## src/rtl/assoc_mem_pkg.sv

```systemverilog
package assoc_mem_pkg;

    typedef enum logic [1:0] {
        OP_SEARCH = 2'd0,
        OP_READ   = 2'd1,
        OP_WRITE  = 2'd2,
        OP_DELETE = 2'd3
    } op_e;

endpackage

```

## src/rtl/am_match_array.sv

```systemverilog
module am_match_array #(
    parameter int CELLS = 8,
    parameter int BITS  = 9
) (
    input  logic [CELLS-1:0][BITS-1:0] cells,
    input  logic [BITS-1:0]            key,
    input  logic [BITS-1:0]            care,
    input  logic                       need_occ,
    output logic [CELLS-1:0]           hits
);

    for (genvar j = 0; j < CELLS; j++) begin : g_cell
        logic agree;
        assign agree   = ((cells[j] ^ key) & care) == '0;
        assign hits[j] = agree && (!need_occ || cells[j][BITS-1]);
    end

endmodule

```

## src/rtl/am_first_one.sv

```systemverilog
module am_first_one #(
    parameter int N    = 8,
    parameter int IDXW = 3
) (
    input  logic [N-1:0]    vec,
    output logic [IDXW-1:0] idx,
    output logic            any
);

    always_comb begin
        idx = '0;
        any = |vec;
        for (int i = N - 1; i >= 0; i--) begin
            if (vec[i]) idx = IDXW'(i);
        end
    end

endmodule

```

## src/rtl/am_ones_count.sv

```systemverilog
module am_ones_count #(
    parameter int N    = 8,
    parameter int CNTW = 4
) (
    input  logic [N-1:0]    vec,
    output logic [CNTW-1:0] cnt
);

    always_comb begin
        cnt = '0;
        for (int i = 0; i < N; i++) begin
            cnt = cnt + CNTW'(vec[i]);
        end
    end

endmodule

```

## src/rtl/assoc_mem.sv

```systemverilog
module assoc_mem
    import assoc_mem_pkg::*;
#(
    parameter  int CELLS = 8,
    parameter  int WIDTH = 8,
    localparam int IDXW  = (CELLS > 1) ? $clog2(CELLS) : 1,
    localparam int CNTW  = $clog2(CELLS + 1)
) (
    input  logic             clk,
    input  logic             rst_n,
    input  logic             op_valid,
    input  logic [1:0]       op,
    input  logic [WIDTH-1:0] query,
    input  logic [WIDTH-1:0] mask,
    input  logic [WIDTH-1:0] wdata,
    input  logic [IDXW-1:0]  del_idx,
    output logic             done,
    output logic             hit_none,
    output logic             hit_one,
    output logic             hit_many,
    output logic [CNTW-1:0]  hit_count,
    output logic [IDXW-1:0]  hit_idx,
    output logic             rd_valid,
    output logic [WIDTH-1:0] rdata,
    output logic             full
);

    localparam int CW = WIDTH + 1;

    typedef struct packed {
        logic [CELLS-1:0][WIDTH-1:0] data;
        logic [CELLS-1:0]            occ;
        logic                        done;
        logic                        none;
        logic                        one;
        logic                        many;
        logic [CNTW-1:0]             cnt;
        logic [IDXW-1:0]             idx;
        logic                        rd_valid;
        logic [WIDTH-1:0]            rdata;
        logic                        full;
    } state_t;

    state_t st_d, st_q;

    op_e                         op_sel;
    logic                        alloc;
    logic [CELLS-1:0][CW-1:0]    cell_words;
    logic [CW-1:0]               cmp_key;
    logic [CW-1:0]               cmp_care;
    logic [CELLS-1:0]            hit_vec;
    logic [IDXW-1:0]             first_idx;
    logic                        first_any;
    logic [CNTW-1:0]             hit_cnt;

    assign op_sel = op_e'(op);
    assign alloc  = (op_sel == OP_WRITE);

    always_comb begin
        for (int j = 0; j < CELLS; j++) begin
            cell_words[j] = {st_q.occ[j], st_q.data[j]};
        end
        if (alloc) begin
            cmp_key  = {1'b0, {WIDTH{1'b1}}};
            cmp_care = {1'b1, {WIDTH{1'b0}}};
        end else begin
            cmp_key  = {1'b1, query};
            cmp_care = {1'b0, mask};
        end
    end

    am_match_array #(.CELLS(CELLS), .BITS(CW)) u_match (
        .cells    (cell_words),
        .key      (cmp_key),
        .care     (cmp_care),
        .need_occ (!alloc),
        .hits     (hit_vec)
    );

    am_first_one #(.N(CELLS), .IDXW(IDXW)) u_first (
        .vec (hit_vec),
        .idx (first_idx),
        .any (first_any)
    );

    am_ones_count #(.N(CELLS), .CNTW(CNTW)) u_count (
        .vec (hit_vec),
        .cnt (hit_cnt)
    );

    always_comb begin
        st_d      = st_q;
        st_d.done = 1'b0;
        if (op_valid) begin
            st_d.done = 1'b1;
            if (op_sel == OP_DELETE) begin
                if (32'(del_idx) < CELLS) st_d.occ[del_idx] = 1'b0;
            end else begin
                st_d.none     = (hit_cnt == '0);
                st_d.one      = (hit_cnt == CNTW'(1));
                st_d.many     = (hit_cnt > CNTW'(1));
                st_d.cnt      = hit_cnt;
                st_d.idx      = first_any ? first_idx : '0;
                st_d.rd_valid = 1'b0;
                st_d.rdata    = '0;
                if (op_sel == OP_READ && first_any) begin
                    st_d.rd_valid = 1'b1;
                    st_d.rdata    = st_q.data[first_idx];
                end
                if (alloc) begin
                    if (first_any) begin
                        st_d.data[first_idx] = wdata;
                        st_d.occ[first_idx]  = 1'b1;
                        st_d.full            = 1'b0;
                    end else begin
                        st_d.full = 1'b1;
                    end
                end
            end
        end
    end

    always_ff @(posedge clk) begin
        if (!rst_n) begin
            st_q      <= '0;
            st_q.none <= 1'b1;
        end else begin
            st_q <= st_d;
        end
    end

    assign done      = st_q.done;
    assign hit_none  = st_q.none;
    assign hit_one   = st_q.one;
    assign hit_many  = st_q.many;
    assign hit_count = st_q.cnt;
    assign hit_idx   = st_q.idx;
    assign rd_valid  = st_q.rd_valid;
    assign rdata     = st_q.rdata;
    assign full      = st_q.full;

endmodule

```

## config.mk

```make
export PLATFORM = sky130hd
export DESIGN_NAME = assoc_mem
export DESIGN_NICKNAME = d
export VERILOG_FILES = /design/src/rtl/assoc_mem_pkg.sv /design/src/rtl/am_match_array.sv /design/src/rtl/am_first_one.sv /design/src/rtl/am_ones_count.sv /design/src/rtl/assoc_mem.sv
export SDC_FILE = /design/constraint.sdc
export NUM_CORES = 1
export LEC_CHECK = 0
export BUFFER_PORTS_ARGS = -buffer_cell sky130_fd_sc_hd__clkbuf_2
export CAP_MARGIN = 25
export CELL_PAD_IN_SITES_DETAIL_PLACEMENT = 1
export CELL_PAD_IN_SITES_GLOBAL_PLACEMENT = 2
export CORE_MARGIN = 2
export CORE_UTILIZATION = 40
export DETAILED_ROUTE_END_ITERATION = 10
export GPL_TIMING_DRIVEN = 0
export HOLD_SLACK_MARGIN = 0.03
export PLACE_DENSITY = 0.86
export SLEW_MARGIN = 5
export SYNTH_ARGS = -nofsm -noshare
export SYNTH_HDL_FRONTEND = slang
export SYNTH_SLANG_ARGS = --single-unit
```

## constraint.sdc

```tcl
create_clock -name clk -period 5.7 [get_ports clk]
set_input_delay 0.285 -clock clk [delete_from_list [all_inputs] [get_ports clk]]
set_output_delay 0.285 -clock clk [all_outputs]
set_load 0.01 [all_outputs]
```

==> metrics.txt <==
# TYPE chip_impl_metric gauge
chip_impl_info{name="run_status",value="finished, final reports clean"} 1
chip_impl_metric{name="layout.cells.non_filler",unit=""} 823
chip_impl_metric{name="wirelength",unit="um"} 19200
chip_impl_info{name="crit-reg2reg-capture",value="hit_none"} 1
chip_impl_metric{name="ant_nets",unit=""} 0
chip_impl_metric{name="clock_tree.buffer_depth",unit=""} 2
chip_impl_metric{name="place_hpwl",unit="um"} 14000
chip_impl_metric{name="clock_transition_time_at_the_flip_flop_clock_pins_of_the_worst_setup_and_hold_paths",unit="ns"} 0.07
chip_impl_metric{name="synthesis.instances",unit=""} 597
chip_impl_metric{name="period_share",unit=""} 0.800
chip_impl_metric{name="worst_ep_required_time",unit="ns"} 5.93
chip_impl_metric{name="internal_reg_to_reg_setup_slack",unit="ns"} 1.14
chip_impl_metric{name="chipHeight",unit="um"} 121
chip_impl_info{name="crit_type",value="reg2reg"} 1
chip_impl_metric{name="overflow",unit=""} 0
chip_impl_info{name="tritoncts",value="done"} 1
chip_impl_metric{name="chipWidth",unit="um"} 121
chip_impl_info{name="cp-start-kind",value="flop"} 1
chip_impl_metric{name="post_cts_buffers",unit=""} 0
chip_impl_metric{name="syn-num-nets",unit=""} 637
chip_impl_metric{name="arithmetic_cell_share_of_the_synthesized_area_counting_full_adders_half_adders_and_majority_gates",unit=""} 0.0238
chip_impl_metric{name="timing.max_cap.violations",unit=""} 0
chip_impl_info{name="rsz0062_at_grt",value="no"} 1
chip_impl_metric{name="layout_min_cycle_time",unit="ns"} 4.56
chip_impl_metric{name="placedCellCount",unit=""} 807
chip_impl_metric{name="vdd_ir_drop_max",unit="V"} 0.000145
chip_impl_metric{name="worst_slew_pin_slew",unit="ns"} 1.04
chip_impl_metric{name="leakagePower",unit="nW"} 2.67
chip_impl_metric{name="max_freq",unit="MHz"} 219
chip_impl_metric{name="synth_compound_area_frac",unit=""} 0.158
chip_impl_metric{name="synthesis.yosys.warnings",unit=""} 0
chip_impl_metric{name="synth_mux_area_frac",unit=""} 0.131
chip_impl_metric{name="post_synth_and_or_nand_nor_area_fraction",unit=""} 0.184
chip_impl_metric{name="pre_cts_slack",unit="ns"} 1.05
chip_impl_metric{name="post_synth_xor_area_fraction",unit=""} 0.104
chip_impl_metric{name="synth.yosys.seq_area_share",unit=""} 0.341
chip_impl_metric{name="timing.max_slew.rel_slack",unit=""} 0.305
chip_impl_metric{name="worstRegToRegCells",unit=""} 14
chip_impl_metric{name="globalplace.congestion",unit=""} 0.946
chip_impl_metric{name="min_delay_path_depth",unit=""} 2
chip_impl_metric{name="dr_total_vias",unit=""} 4680
chip_impl_info{name="root_buffer",value="clkbuf_16"} 1
chip_impl_metric{name="route.detailed.drc",unit=""} 0
chip_impl_metric{name="routedWlPerCell",unit="um"} 23.4
chip_impl_info{name="worstHoldPathType",value="in2reg"} 1
chip_impl_metric{name="setup-violations-final",unit=""} 0
chip_impl_metric{name="insertedDiodeCount",unit=""} 0
chip_impl_metric{name="clock_sinks",unit=""} 93
chip_impl_metric{name="synth_seq_cells",unit=""} 93
chip_impl_metric{name="finalClockSkew",unit="ns"} 0.00998
chip_impl_metric{name="grt_antenna_before_repair",unit=""} 0
chip_impl_info{name="timing.hold.worst.start",value="op_valid"} 1
chip_impl_metric{name="wire_length_of_the_first_global_routing_pass",unit="um"} 28900
chip_impl_metric{name="rows",unit=""} 42
chip_impl_metric{name="first_global_vias",unit=""} 4899
chip_impl_metric{name="via_count_normalized_by_instance_count",unit=""} 5.69
chip_impl_metric{name="drive_gt1_frac",unit=""} 0.144
chip_impl_metric{name="port_buffer_cells",unit=""} 34
chip_impl_metric{name="timing.final.hold_violations",unit=""} 0
chip_impl_info{name="r2r_start",value="cell_words[12]"} 1
chip_impl_info{name="timing.critical_path.to_type",value="flop"} 1
chip_impl_info{name="synth_top_family_by_area",value="simple AND/OR/NAND/NOR gates"} 1
chip_impl_metric{name="async_flop_share",unit=""} 0
chip_impl_metric{name="clk-insertion-delay-late",unit="ns"} 0.36
chip_impl_metric{name="nNetsFinal",unit=""} 682
chip_impl_info{name="min_delay_worst_endpoint",value="done"} 1
chip_impl_metric{name="postSynthAreaPerCell",unit="um2"} 9.16
chip_impl_metric{name="ctsResizeCount",unit=""} 0
chip_impl_metric{name="gr-usage-all-layers",unit=""} 0.273
chip_impl_metric{name="setup-tns-final",unit="ns"} 0
chip_impl_metric{name="synth_area",unit="mm2"} 0.00547
chip_impl_metric{name="area.growth.synth_to_final",unit="%"} 12.4
chip_impl_metric{name="critPathArrivalTime",unit="ns"} 4.79
chip_impl_metric{name="power-per-cell-area",unit="mW/mm2"} 249
chip_impl_info{name="synth_top_flop_cell",value="dfxtp_1"} 1
chip_impl_metric{name="cts_made_buffers",unit=""} 9
chip_impl_info{name="crit_start",value="cell_words[12]"} 1
chip_impl_metric{name="drtPass1Iterations",unit=""} 6
chip_impl_metric{name="drt_iter0_drc",unit=""} 427
chip_impl_metric{name="starting_density_of_the_core",unit=""} 0.411
chip_impl_metric{name="grt_start_max_net_pins",unit=""} 17
chip_impl_metric{name="worstPathMaxFanout",unit=""} 5
chip_impl_metric{name="htreeDepth",unit=""} 3
chip_impl_metric{name="cts_hold_buffers",unit=""} 0
chip_impl_metric{name="design.die.area",unit="mm2"} 0.0146
chip_impl_metric{name="synth.lib_cells_used.distinct",unit=""} 59
chip_impl_metric{name="io_pins",unit=""} 53
chip_impl_metric{name="timing.final.max_slew_violations",unit=""} 0
chip_impl_metric{name="synth_enable_flop_cells",unit=""} 0
chip_impl_metric{name="layout_setup_ws",unit="ns"} 1.14
chip_impl_metric{name="core_region_area",unit="mm2"} 0.0133
==> layout make-up <==
cell class | count | area, um2
timing repair buffer | 34 | 170
multi-input combinational | 442 | 3300
inverter | 15 | 56.3
buffer | 47 | 258
sequential | 93 | 1860
tap | 176 | 220
fill | 1578 | 7150
clock buffer | 10 | 239
clock inverter | 6 | 45.0
==> cells by family after synthesis <==
group | Yosys count
compound gates | 113
xor+xnor | 65
fa+ha+maj | 8
buf+inv | 62
flops | 93
mux | 71
simple gates | 185
==> layer usage <==
metal	track usage	up-vias	wire length, um
li1	-	2179	-
met1	0.334	2306	8240
met2	0.468	149	9400
met3	0.0564	46	902
met4	0.102	0	676
met5	0	-	0
==> worst max-delay path, stage by stage, from the launching register on <==
cell	delay (ns)
dfxtp_1	0.34
xor2_1	0.19
a222oi_1	0.47
nand3_1	0.19
a2111oi_4	0.48
ha_1	0.32
inv_1	0.07
fa_1	0.44
fa_1	0.51
inv_1	0.05
fa_1	0.41
inv_1	0.09
fa_1	0.45
a31oi_1	0.29
o21ai_0	0.14
==> state kept, by name, summed over array words and instances, names as in the netlist <==
name        cells
full            1
cell_words     72
done            1
rdata           8
hit_count       4
hit_idx         3
hit_one         1
rd_valid        1
hit_many        1
hit_none        1
==> report_power, final <==
part | switching (mW) | internal, mW
registers | 0.00745 | 0.660
logic | 0.176 | 0.101
clock network | 0.277 | 0.311
==> cells in the mapped netlist, types with 13 or more instances <==
cell type / count / share of area
nand3_1: 21 / 0.019
nor2b_1: 56 / 0.064
nor2_1: 31 / 0.021
dfxtp_1: 93 / 0.34
o21ai_0: 20 / 0.018
xnor2_1: 31 / 0.050
inv_1: 15 / 0.010
a21oi_1: 14 / 0.013
mux2i_1: 66 / 0.12
clkbuf_1: 21 / 0.014
nand2b_1: 13 / 0.015
o22ai_1: 15 / 0.017
nand2_1: 30 / 0.021
buf_2: 14 / 0.013
xor2_1: 34 / 0.054
==> metrics by stage <==
stage	utilization	power, mW	area [um2]	hold slack [ns]
2_1_floorplan	-	0.862	5470	0.407
3_3_place_gp	0.441	0.948	5860	0.453
3_5_place_dp	0.441	0.955	5860	0.456
4_1_cts	0.462	1.54	6150	0.226
5_1_grt	0.462	1.59	6150	0.241
6_report	0.462	1.53	6150	0.227
==> worst max path at each step <==
stage                     depth (start not counted)  endpoint
after floorplan                                  15  hit_none
after global placement                           15  hit_none
after detailed placement                         15  hit_none
after CTS                                        14  hit_none
after global routing                             15  hit_many
final                                            14  hit_none
==> layout by cell type, fill, tap and decap left out, drive strengths merged, types with 20 or more instances in the layout <==
| master | instances |
|---|---|
| nand3 | 21 |
| dfxtp | 93 |
| nand2 | 31 |
| nor2b | 56 |
| xor2 | 34 |
| xnor2 | 31 |
| nor2 | 31 |
| o21ai | 20 |
| buf | 26 |
| mux2i | 66 |
| clkbuf | 65 |
No activity file was read; power rests on OpenSTA's default activity.
